File: src/rtl/e1_cas_pkg.sv
package e1_cas_pkg;
  typedef enum logic {
    SIDE_LINE = 1'b0,
    SIDE_SYS  = 1'b1
  } side_e;
endpackage

File: src/rtl/cas_reg_bank.sv
module cas_reg_bank #(
  parameter int unsigned NUM_REGS = 16,
  parameter int unsigned DATA_W   = 8,
  parameter logic [DATA_W-1:0] RST_VAL = '1,
  localparam int unsigned AW = $clog2(NUM_REGS)
) (
  input  logic              clk_i,
  input  logic              rst_ni,
  input  logic              wr_en_i,
  input  logic [AW-1:0]     wr_addr_i,
  input  logic [DATA_W-1:0] wr_data_i,
  input  logic              load_i,
  input  logic [AW-1:0]     rd_idx_i,
  output logic [DATA_W-1:0] rd_data_o
);
  logic [NUM_REGS-1:0][DATA_W-1:0] shadow_q;
  logic [NUM_REGS-1:0][DATA_W-1:0] active_q;

  for (genvar i = 0; i < NUM_REGS; i++) begin : g_entry
    always_ff @(posedge clk_i or negedge rst_ni) begin
      if (!rst_ni) begin
        shadow_q[i] <= RST_VAL;
      end else if (wr_en_i && wr_addr_i == AW'(i)) begin
        shadow_q[i] <= wr_data_i;
      end
    end

    // copy takes pre-write shadow value
    always_ff @(posedge clk_i or negedge rst_ni) begin
      if (!rst_ni) begin
        active_q[i] <= RST_VAL;
      end else if (load_i) begin
        active_q[i] <= shadow_q[i];
      end
    end
  end

  assign rd_data_o = active_q[rd_idx_i];

  p_active_hold_r5: assert property (@(posedge clk_i) disable iff (!rst_ni)
    !load_i |=> $stable(active_q));
  p_active_load_r5: assert property (@(posedge clk_i) disable iff (!rst_ni)
    load_i |=> active_q == $past(shadow_q));
endmodule

File: src/rtl/cas_mf_timing.sv
module cas_mf_timing #(
  parameter int unsigned FRAME_W  = 4,
  parameter int unsigned SLOT_W   = 5,
  parameter int unsigned SIG_SLOT = 16
) (
  input  logic               clk_i,
  input  logic               rst_ni,
  input  logic [FRAME_W-1:0] frame_i,
  input  logic [SLOT_W-1:0]  slot_i,
  output logic               sig_slot_o,
  output logic               mfas_frame_o,
  output logic               mf_load_o,
  output logic               mf_start_o
);
  assign sig_slot_o   = (slot_i == SLOT_W'(SIG_SLOT));
  assign mfas_frame_o = (frame_i == '0);
  assign mf_load_o    = mfas_frame_o && (slot_i == '0);

  always_ff @(posedge clk_i or negedge rst_ni) begin
    if (!rst_ni) mf_start_o <= 1'b0;
    else         mf_start_o <= mf_load_o;
  end

  p_mf_start_r10: assert property (@(posedge clk_i) disable iff (!rst_ni)
    (frame_i == '0 && slot_i == '0) |=> mf_start_o);
  p_mf_quiet_r10: assert property (@(posedge clk_i) disable iff (!rst_ni)
    !(frame_i == '0 && slot_i == '0) |=> !mf_start_o);
endmodule

File: src/rtl/cas_slot_mux.sv
module cas_slot_mux
  import e1_cas_pkg::*;
#(
  parameter int unsigned DATA_W = 8,
  localparam int unsigned HALF  = DATA_W / 2
) (
  input  logic              clk_i,
  input  logic              rst_ni,
  input  logic              sig_slot_i,
  input  logic              mfas_i,
  input  logic [DATA_W-1:0] reg_byte_i,
  input  logic              sig_en_i,
  input  side_e             side_i,
  input  logic              ext_en_i,
  input  logic [DATA_W-1:0] ext_i,
  input  logic [DATA_W-1:0] sys_i,
  input  logic [DATA_W-1:0] line_i,
  output logic [DATA_W-1:0] sys_o,
  output logic [DATA_W-1:0] line_o
);
  logic [DATA_W-1:0] sig_byte;
  logic [DATA_W-1:0] sys_d, line_d;
  logic              reg_sys, reg_line;

  // frame 0: alignment pattern forces upper nibble to zero
  assign sig_byte = mfas_i ? {{(DATA_W-HALF){1'b0}}, reg_byte_i[HALF-1:0]} : reg_byte_i;
  assign reg_sys  = sig_en_i && (side_i == SIDE_SYS);
  assign reg_line = sig_en_i && (side_i == SIDE_LINE);

  always_comb begin
    sys_d  = sys_i;
    line_d = line_i;
    if (sig_slot_i) begin
      if (reg_sys)       sys_d = sig_byte;   // register beats external
      else if (ext_en_i) sys_d = ext_i;
      if (reg_line)      line_d = sig_byte;
    end
  end

  always_ff @(posedge clk_i or negedge rst_ni) begin
    if (!rst_ni) begin
      sys_o  <= '0;
      line_o <= '0;
    end else begin
      sys_o  <= sys_d;
      line_o <= line_d;
    end
  end

  p_other_slots_r2: assert property (@(posedge clk_i) disable iff (!rst_ni)
    !sig_slot_i |=> (sys_o == $past(sys_i) && line_o == $past(line_i)));
  p_passthru_r9: assert property (@(posedge clk_i) disable iff (!rst_ni)
    (!sig_en_i && !ext_en_i) |=> (sys_o == $past(sys_i) && line_o == $past(line_i)));
  p_mfas_line_r4: assert property (@(posedge clk_i) disable iff (!rst_ni)
    (sig_slot_i && mfas_i && sig_en_i && side_i == SIDE_LINE) |=> line_o[DATA_W-1:HALF] == '0);
  p_mfas_sys_r4: assert property (@(posedge clk_i) disable iff (!rst_ni)
    (sig_slot_i && mfas_i && sig_en_i && side_i == SIDE_SYS) |=> sys_o[DATA_W-1:HALF] == '0);
  p_override_r8: assert property (@(posedge clk_i) disable iff (!rst_ni)
    (sig_slot_i && !mfas_i && sig_en_i && side_i == SIDE_SYS && ext_en_i)
      |=> sys_o == $past(reg_byte_i));
  p_line_untouched_r6: assert property (@(posedge clk_i) disable iff (!rst_ni)
    (side_i == SIDE_SYS) |=> line_o == $past(line_i));
endmodule

File: src/rtl/e1_cas_mf_gen.sv
module e1_cas_mf_gen
  import e1_cas_pkg::*;
#(
  parameter int unsigned NUM_REGS = 16,
  parameter int unsigned SLOTS    = 32,
  parameter int unsigned SIG_SLOT = 16,
  parameter int unsigned DATA_W   = 8,
  parameter logic [DATA_W-1:0] RST_VAL = '1,
  localparam int unsigned FW = $clog2(NUM_REGS),
  localparam int unsigned SW = $clog2(SLOTS)
) (
  input  logic              clk_i,
  input  logic              rst_ni,
  input  logic [FW-1:0]     frame_i,
  input  logic [SW-1:0]     slot_i,
  input  logic [DATA_W-1:0] sys_i,
  input  logic [DATA_W-1:0] line_i,
  input  logic              ext_sig_en_i,
  input  logic [DATA_W-1:0] ext_sig_i,
  input  logic              sig_en_i,
  input  logic              sig_side_i,
  input  logic              wr_en_i,
  input  logic [FW-1:0]     wr_addr_i,
  input  logic [DATA_W-1:0] wr_data_i,
  output logic [DATA_W-1:0] sys_o,
  output logic [DATA_W-1:0] line_o,
  output logic              mf_start_o
);
  logic              sig_slot, mfas_frame, mf_load;
  logic [DATA_W-1:0] reg_byte;

  cas_mf_timing #(
    .FRAME_W (FW),
    .SLOT_W  (SW),
    .SIG_SLOT(SIG_SLOT)
  ) u_timing (
    .clk_i       (clk_i),
    .rst_ni      (rst_ni),
    .frame_i     (frame_i),
    .slot_i      (slot_i),
    .sig_slot_o  (sig_slot),
    .mfas_frame_o(mfas_frame),
    .mf_load_o   (mf_load),
    .mf_start_o  (mf_start_o)
  );

  cas_reg_bank #(
    .NUM_REGS(NUM_REGS),
    .DATA_W  (DATA_W),
    .RST_VAL (RST_VAL)
  ) u_bank (
    .clk_i    (clk_i),
    .rst_ni   (rst_ni),
    .wr_en_i  (wr_en_i),
    .wr_addr_i(wr_addr_i),
    .wr_data_i(wr_data_i),
    .load_i   (mf_load),
    .rd_idx_i (frame_i),
    .rd_data_o(reg_byte)
  );

  cas_slot_mux #(
    .DATA_W(DATA_W)
  ) u_mux (
    .clk_i     (clk_i),
    .rst_ni    (rst_ni),
    .sig_slot_i(sig_slot),
    .mfas_i    (mfas_frame),
    .reg_byte_i(reg_byte),
    .sig_en_i  (sig_en_i),
    .side_i    (side_e'(sig_side_i)),
    .ext_en_i  (ext_sig_en_i),
    .ext_i     (ext_sig_i),
    .sys_i     (sys_i),
    .line_i    (line_i),
    .sys_o     (sys_o),
    .line_o    (line_o)
  );

  p_reset_quiet_r1: assert property (@(posedge clk_i)
    !rst_ni |=> (sys_o == '0 && line_o == '0 && !mf_start_o));
endmodule

File: config.mk
export PLATFORM = sky130hd
export DESIGN_NAME = e1_cas_mf_gen
export DESIGN_NICKNAME = d
export VERILOG_FILES = /design/src/rtl/e1_cas_pkg.sv /design/src/rtl/cas_reg_bank.sv /design/src/rtl/cas_mf_timing.sv /design/src/rtl/cas_slot_mux.sv /design/src/rtl/e1_cas_mf_gen.sv
export SDC_FILE = /design/constraint.sdc
export NUM_CORES = 1
export LEC_CHECK = 0
export ABC_AREA = 1
export BUFFER_PORTS_ARGS = -buffer_cell sky130_fd_sc_hd__buf_4
export CELL_PAD_IN_SITES_DETAIL_PLACEMENT = 1
export CELL_PAD_IN_SITES_GLOBAL_PLACEMENT = 1
export CORE_ASPECT_RATIO = 1.1
export CORE_UTILIZATION = 30
export DETAILED_ROUTE_END_ITERATION = 16
export PLACE_DENSITY_LB_ADDON = 0.3
export SLEW_MARGIN = 20
export SYNTH_ARGS = -nofsm -noshare
export SYNTH_HDL_FRONTEND = slang
export SYNTH_SLANG_ARGS = --single-unit
File: constraint.sdc
create_clock -name clk_i -period 3.9 [get_ports clk_i]
set_clock_uncertainty 0.2 [all_clocks]
set_input_delay 0.78 -clock clk_i [delete_from_list [all_inputs] [get_ports clk_i]]
set_output_delay 0.78 -clock clk_i [all_outputs]
set_load 0.005 [all_outputs]
## After elaboration in Yosys (flattened, before gate mapping)

Index checks and enable logic that the tools add are counted.

| word-level totals | value |
|---|---|
| register bits | 273 |
| input bits | 51 |
| output and inout port bits | 17 |
| word-level logic and storage cells | 83 |

| operators by class | value |
|---|---|
| order comparisons | 1 |
| eq/ne operators | 16 |
| muxes and demuxes | 8 |
| bitwise logic cells | 1 |
| reductions and logical operators | 22 |

Operators by type and width:

| kind | number |
|---|---|
| $mux 8 | 7 |
| $bmux 8 s4 | 1 |
| $eq 4x4->1 const B | 8 |
| $logic_and 1x1->1 | 19 |
| $eq 4x3->1 const B | 4 |
| $eq 4x2->1 const B | 2 |
| $logic_not 4->1 | 2 |
| $eq 5x5->1 const B | 1 |
| $logic_not 5->1 | 1 |
| $lt 4x5->1 const B | 1 |
| $eq 4x1->1 const B | 1 |
| $not 1->1 | 1 |

## Logic depth before layout (Yosys ltp)

| logic depth | value |
|---|---|
| depth in word-level cells | 5 |
| mapped depth | 14 |
| gate-level depth less buffers | 12 |

## Modules after synthesis

A second synthesis with hierarchy kept.

| second synthesis, totals | value |
|---|---|
| cell total of the unflattened synthesis | 1392 |
| area, all modules | 12131.6 um2 |

Modules (own cells, without submodules):

| module | times used | cells each | area an instance (um2) | sequential area each (um2) |
|---|---|---|---|---|
| cas_reg_bank | 1 | 1262 | 11179.5 | 6726.5 |
| cas_slot_mux | 1 | 117 | 874.6 | 400.4 |
| cas_mf_timing | 1 | 13 | 77.6 | 25.0 |

## Least setup slack after synthesis

No wires, ideal clock.

| timing path | value |
|---|---|
| kind | in2reg |
| start point | input frame_i[3] |
| end point | register u_bank.active_q[123] (netlist bit) |
| arrival time | 1859 ps |
| path slack | 1766 ps |
| stages on the path | 10 |
| path buffers | 4 |
| cell sequence | buf_4 -> nor2_8 -> nand3_4 -> nor3_2 -> buf_4 -> inv_2 -> buf_6 -> buf_6 -> nand2_1 -> nand2_1 |

| on the way | value |
|---|---|
| longest elaborated chain between the ends | 2 |

RTL lines:

| element | line | text |
|---|---|---|
| start: declaration | e1_cas_mf_gen.sv:14 | `input logic [FW-1:0] frame_i,` |
| $logic_not 4->1 | cas_mf_timing.sv:16 | `assign mfas_frame_o = (frame_i == '0);` |
| $logic_and 1x1->1 | cas_mf_timing.sv:17 | `assign mf_load_o = mfas_frame_o && (slot_i == '0);` |
| end signal: indexed assignment | cas_reg_bank.sv:33 | `active_q[i] <= shadow_q[i];` |
| end: declaration | cas_reg_bank.sv:17 | `logic [NUM_REGS-1:0][DATA_W-1:0] active_q;` |

No other way between the ends.
A chain may end at the register's enable or synchronous reset.

## Worst setup path in the final report

| timing path | value |
|---|---|
| start point | input frame_i[1] |
| end point | register u_bank.active_q[5] (netlist bit) |

Same word-level chain as after synthesis.

==> impl_metrics.py <==
metrics = {
    "die": {
        "num_rows": 76,
        "die_w_um": 192,
        "io_pins": 68,
        "die_h_um": 211,
        "start_util_pct": 30.5,
        "core_sq_um": 39200,
        "dieArea_sq_um": 40700,
    },
    "clock_network": {
        "ctsHoldBuffers": 0,
        "clkTransAtPathRegs_ps": 60,
        "max-clock-path-buffers": 3,
        "clock-root-buffer": "clkbuf_16",
        "ctsResizeCount": 0,
        "cts_buffers": 29,
        "tritoncts": "done",
        "clk-insertion-delay-late_ps": 560,
        "numClockSinks": 273,
        "post_cts_buffers": 0,
        "ctsHtreeMaxLevel": 1,
    },
    "global_route": {
        "overflow": 0,
        "grt_antenna_before_repair": 0,
        "grt_pass1_wl_mm": 55.2,
        "track_usage_pct": 17.4,
        "grt_max_degree": 93,
        "grt_pass1_vias": 9574,
    },
    "sta": {
        "rsz0062_at_grt": "no",
        "fin_tns_setup_ps": 0,
        "slew_viol_final": 0,
        "period_share_pct": 61.6,
        "fin_crit_ps": 2400,
        "setup_viol": 0,
        "worstMarginPinSlew_ps": 868,
        "hold_viol": 0,
        "max_freq_ghz": 0.416,
        "relSlewSlack_pct": 42.1,
    },
    "setup_path": {
        "path_buf_inv": 3,
        "crit_top_cell": "buf_4",
        "r2r_setup_slack_ps": 2220,
        "cp_slowest_cell": "buf_4",
        "crit_path_cell_trace": "buf_4, inv_2, nand3_4, nor3_4, buf_4, nand2_1, o21ai_0",
        "worstPathArrival_ps": 2660,
        "critPathLaunchType": "primary input",
        "endpoint_kind": "register",
        "setup.worst_path.class": "primary input to register",
        "critical-path-max-stage-delay_ps": 490,
        "cp.depth": 7,
        "worstRegToRegCells": 10,
        "reg2reg_from": "u_bank.active_q[35]$_DFFE_PN1P_",
        "cp_top_family": "buffers and inverters",
        "r2r-end": "u_mux.sys_o[3]$_DFF_PN0_",
        "critical_path_required_ps": 4160,
        "cp_max_fo": 48,
    },
    "run_status": {
        "outcome": "completed",
    },
    "route": {
        "drtIter0Drc": 612,
        "drt-wirelength-per-cell_um": 17.4,
        "drt_pass1_iterations": 5,
        "ant_nets": 0,
        "drc_errors": 0,
        "vias_per_cell": 4.71,
        "wirelength_mm": 34.1,
        "dr_total_vias": 9226,
    },
    "final_layout": {
        "multi_input_area_sq_um": 3990,
        "nets": 1484,
        "final_layout_size_suffix_gt1_share_pct": 27.0,
        "syn_to_final_growth_pct": 15.0,
        "diodes": 0,
        "nFillCells": 4617,
        "final-seq-area_sq_um": 7150,
    },
    "power_and_ir_drop": {
        "peakVddDrop_mv": 0.268,
        "p_per_area_nw_per_um2": 502,
        "p_leak_nw": 6.25,
        "finalPower_mw": 6.91,
    },
    "synthesis": {
        "synth_cell_types": 23,
        "avgSynthCellArea_sq_um": 8.59,
        "synth.net_count": 1443,
        "yosysWarnings": 0,
        "synth_cells": 1392,
        "ys_seq_area_share_pct": 59.8,
        "yosysTopAreaCellShare_pct": 56.3,
        "synth.area.top_cells": "dfstp_2 56%, nand2_1 17%, o21ai_0 8.0%",
        "syn_area_sq_um": 12000,
        "yosysTopAreaCell": "dfstp_2",
        "synth_seq_cells": 273,
    },
    "placement": {
        "io_buffers": 67,
        "hpwlAfterDp_mm": 22.2,
        "place_congestion": 0.779,
    },
    "hold_path": {
        "hold_class": "primary input to async pin",
    },
    "flow_run": {
        "cap_violations": 0,
    },
}
cell families after synthesis:
group                  count (synthesis)  synth area share (%)
AOI/OAI and AO/OA                    258                  11.0
buffers and inverters                179                  6.89
DFF                                  273                  59.8
and+or+nand+nor                      682                  22.3
worst reg2reg max path: cells and delay by family, from the launching register on:
kind                   cells  cell delay (ps)
flip-flops                 1              530
AO/OA/AOI/OAI              1               90
AND/OR/NAND/NOR            8              730
buffers and inverters      1               90
report_power, final:
part / leakage (nW) / total [mW] / switching, mW / internal [mW]
clock network: 0.430 / 2.58 / 1.12 / 1.46
logic: 2.95 / 0.704 / 0.448 / 0.256
registers: 2.87 / 3.63 / 0.174 / 3.45
layout make-up:
cell class	count	area share, %
sequential	273	52.0
clock buffer	45	6.08
multi-input combinational	940	29.0
tap	507	4.61
clock inverter	6	0.218
timing repair buffer	88	5.31
inverter	101	2.76
sequential cells by signal, indices dropped and copies added, names as in the netlist:
name,cells
u_mux.sys_o,8
u_bank.active_q,128
u_mux.line_o,8
u_timing.mf_start_o,1
u_bank.shadow_q,128
cells in the mapped netlist (all sizes together):
master / n
nand3: 49
a21oi: 20
o211ai: 8
dfrtp: 17
o21ai: 224
a31oi: 6
nor2: 87
dfstp: 256
clkinv: 1
nand2: 542
inv: 100
clkbuf: 40
nor3: 4
buf: 38
placed cells by master, fill, tap and decap left out:
master | netlist | layout
clkbuf_8 | 0 | 5
inv_1 | 95 | 95
a31oi_1 | 6 | 6
nor2_1 | 85 | 85
clkinv_1 | 1 | 1
o21ai_1 | 34 | 34
nand3_1 | 48 | 48
nand2_1 | 542 | 542
buf_12 | 0 | 5
clkbuf_1 | 40 | 11
dfrtp_1 | 17 | 17
nand3_4 | 1 | 1
o21ai_0 | 190 | 190
clkbuf_16 | 0 | 29
inv_2 | 5 | 5
nor3_4 | 0 | 1
buf_4 | 3 | 82
dfstp_2 | 256 | 256
clkinv_2 | 0 | 6
nor3_1 | 3 | 3
o211ai_1 | 8 | 8
a21oi_1 | 20 | 20
nor2_8 | 1 | 1
nor2_2 | 1 | 1
buf_8 | 0 | 1
metal layers:
metal | global-route usage, % | up-vias | routed length (um)
met4 | 4.13 | 0 | 535
met1 | 24.3 | 4585 | 16300
met3 | 2.27 | 35 | 1420
li1 | - | 4453 | -
met2 | 28.6 | 153 | 15900
met5 | 0 | - | 0
worst max-delay path by stage:
stage                    start  slack (ps)                               end
floorplan           frame_i[3]        1770  u_bank.active_q[123]$_DFFE_PN1P_
global placement    frame_i[1]         950   u_bank.active_q[21]$_DFFE_PN1P_
detailed placement  frame_i[1]         950    u_bank.active_q[5]$_DFFE_PN1P_
CTS                 frame_i[1]        1540    u_bank.active_q[5]$_DFFE_PN1P_
global route        frame_i[1]        1360    u_bank.active_q[5]$_DFFE_PN1P_
finish              frame_i[1]        1500    u_bank.active_q[5]$_DFFE_PN1P_
metrics by stage:
stage	hold WS (ps)	setup slack, ps	std cells	utilization, %	instance area [sq um]
finish	82.2	1500	1960	35.1	13700
global route	91.2	1360	1960	35.1	13700
CTS	59.2	1540	1960	35.1	13700
detailed placement	253	951	1909	32.9	12900
global placement	251	949	1909	32.9	12900
floorplan	239	1770	1392	-	12000
(Power assumes the default switching activity.)
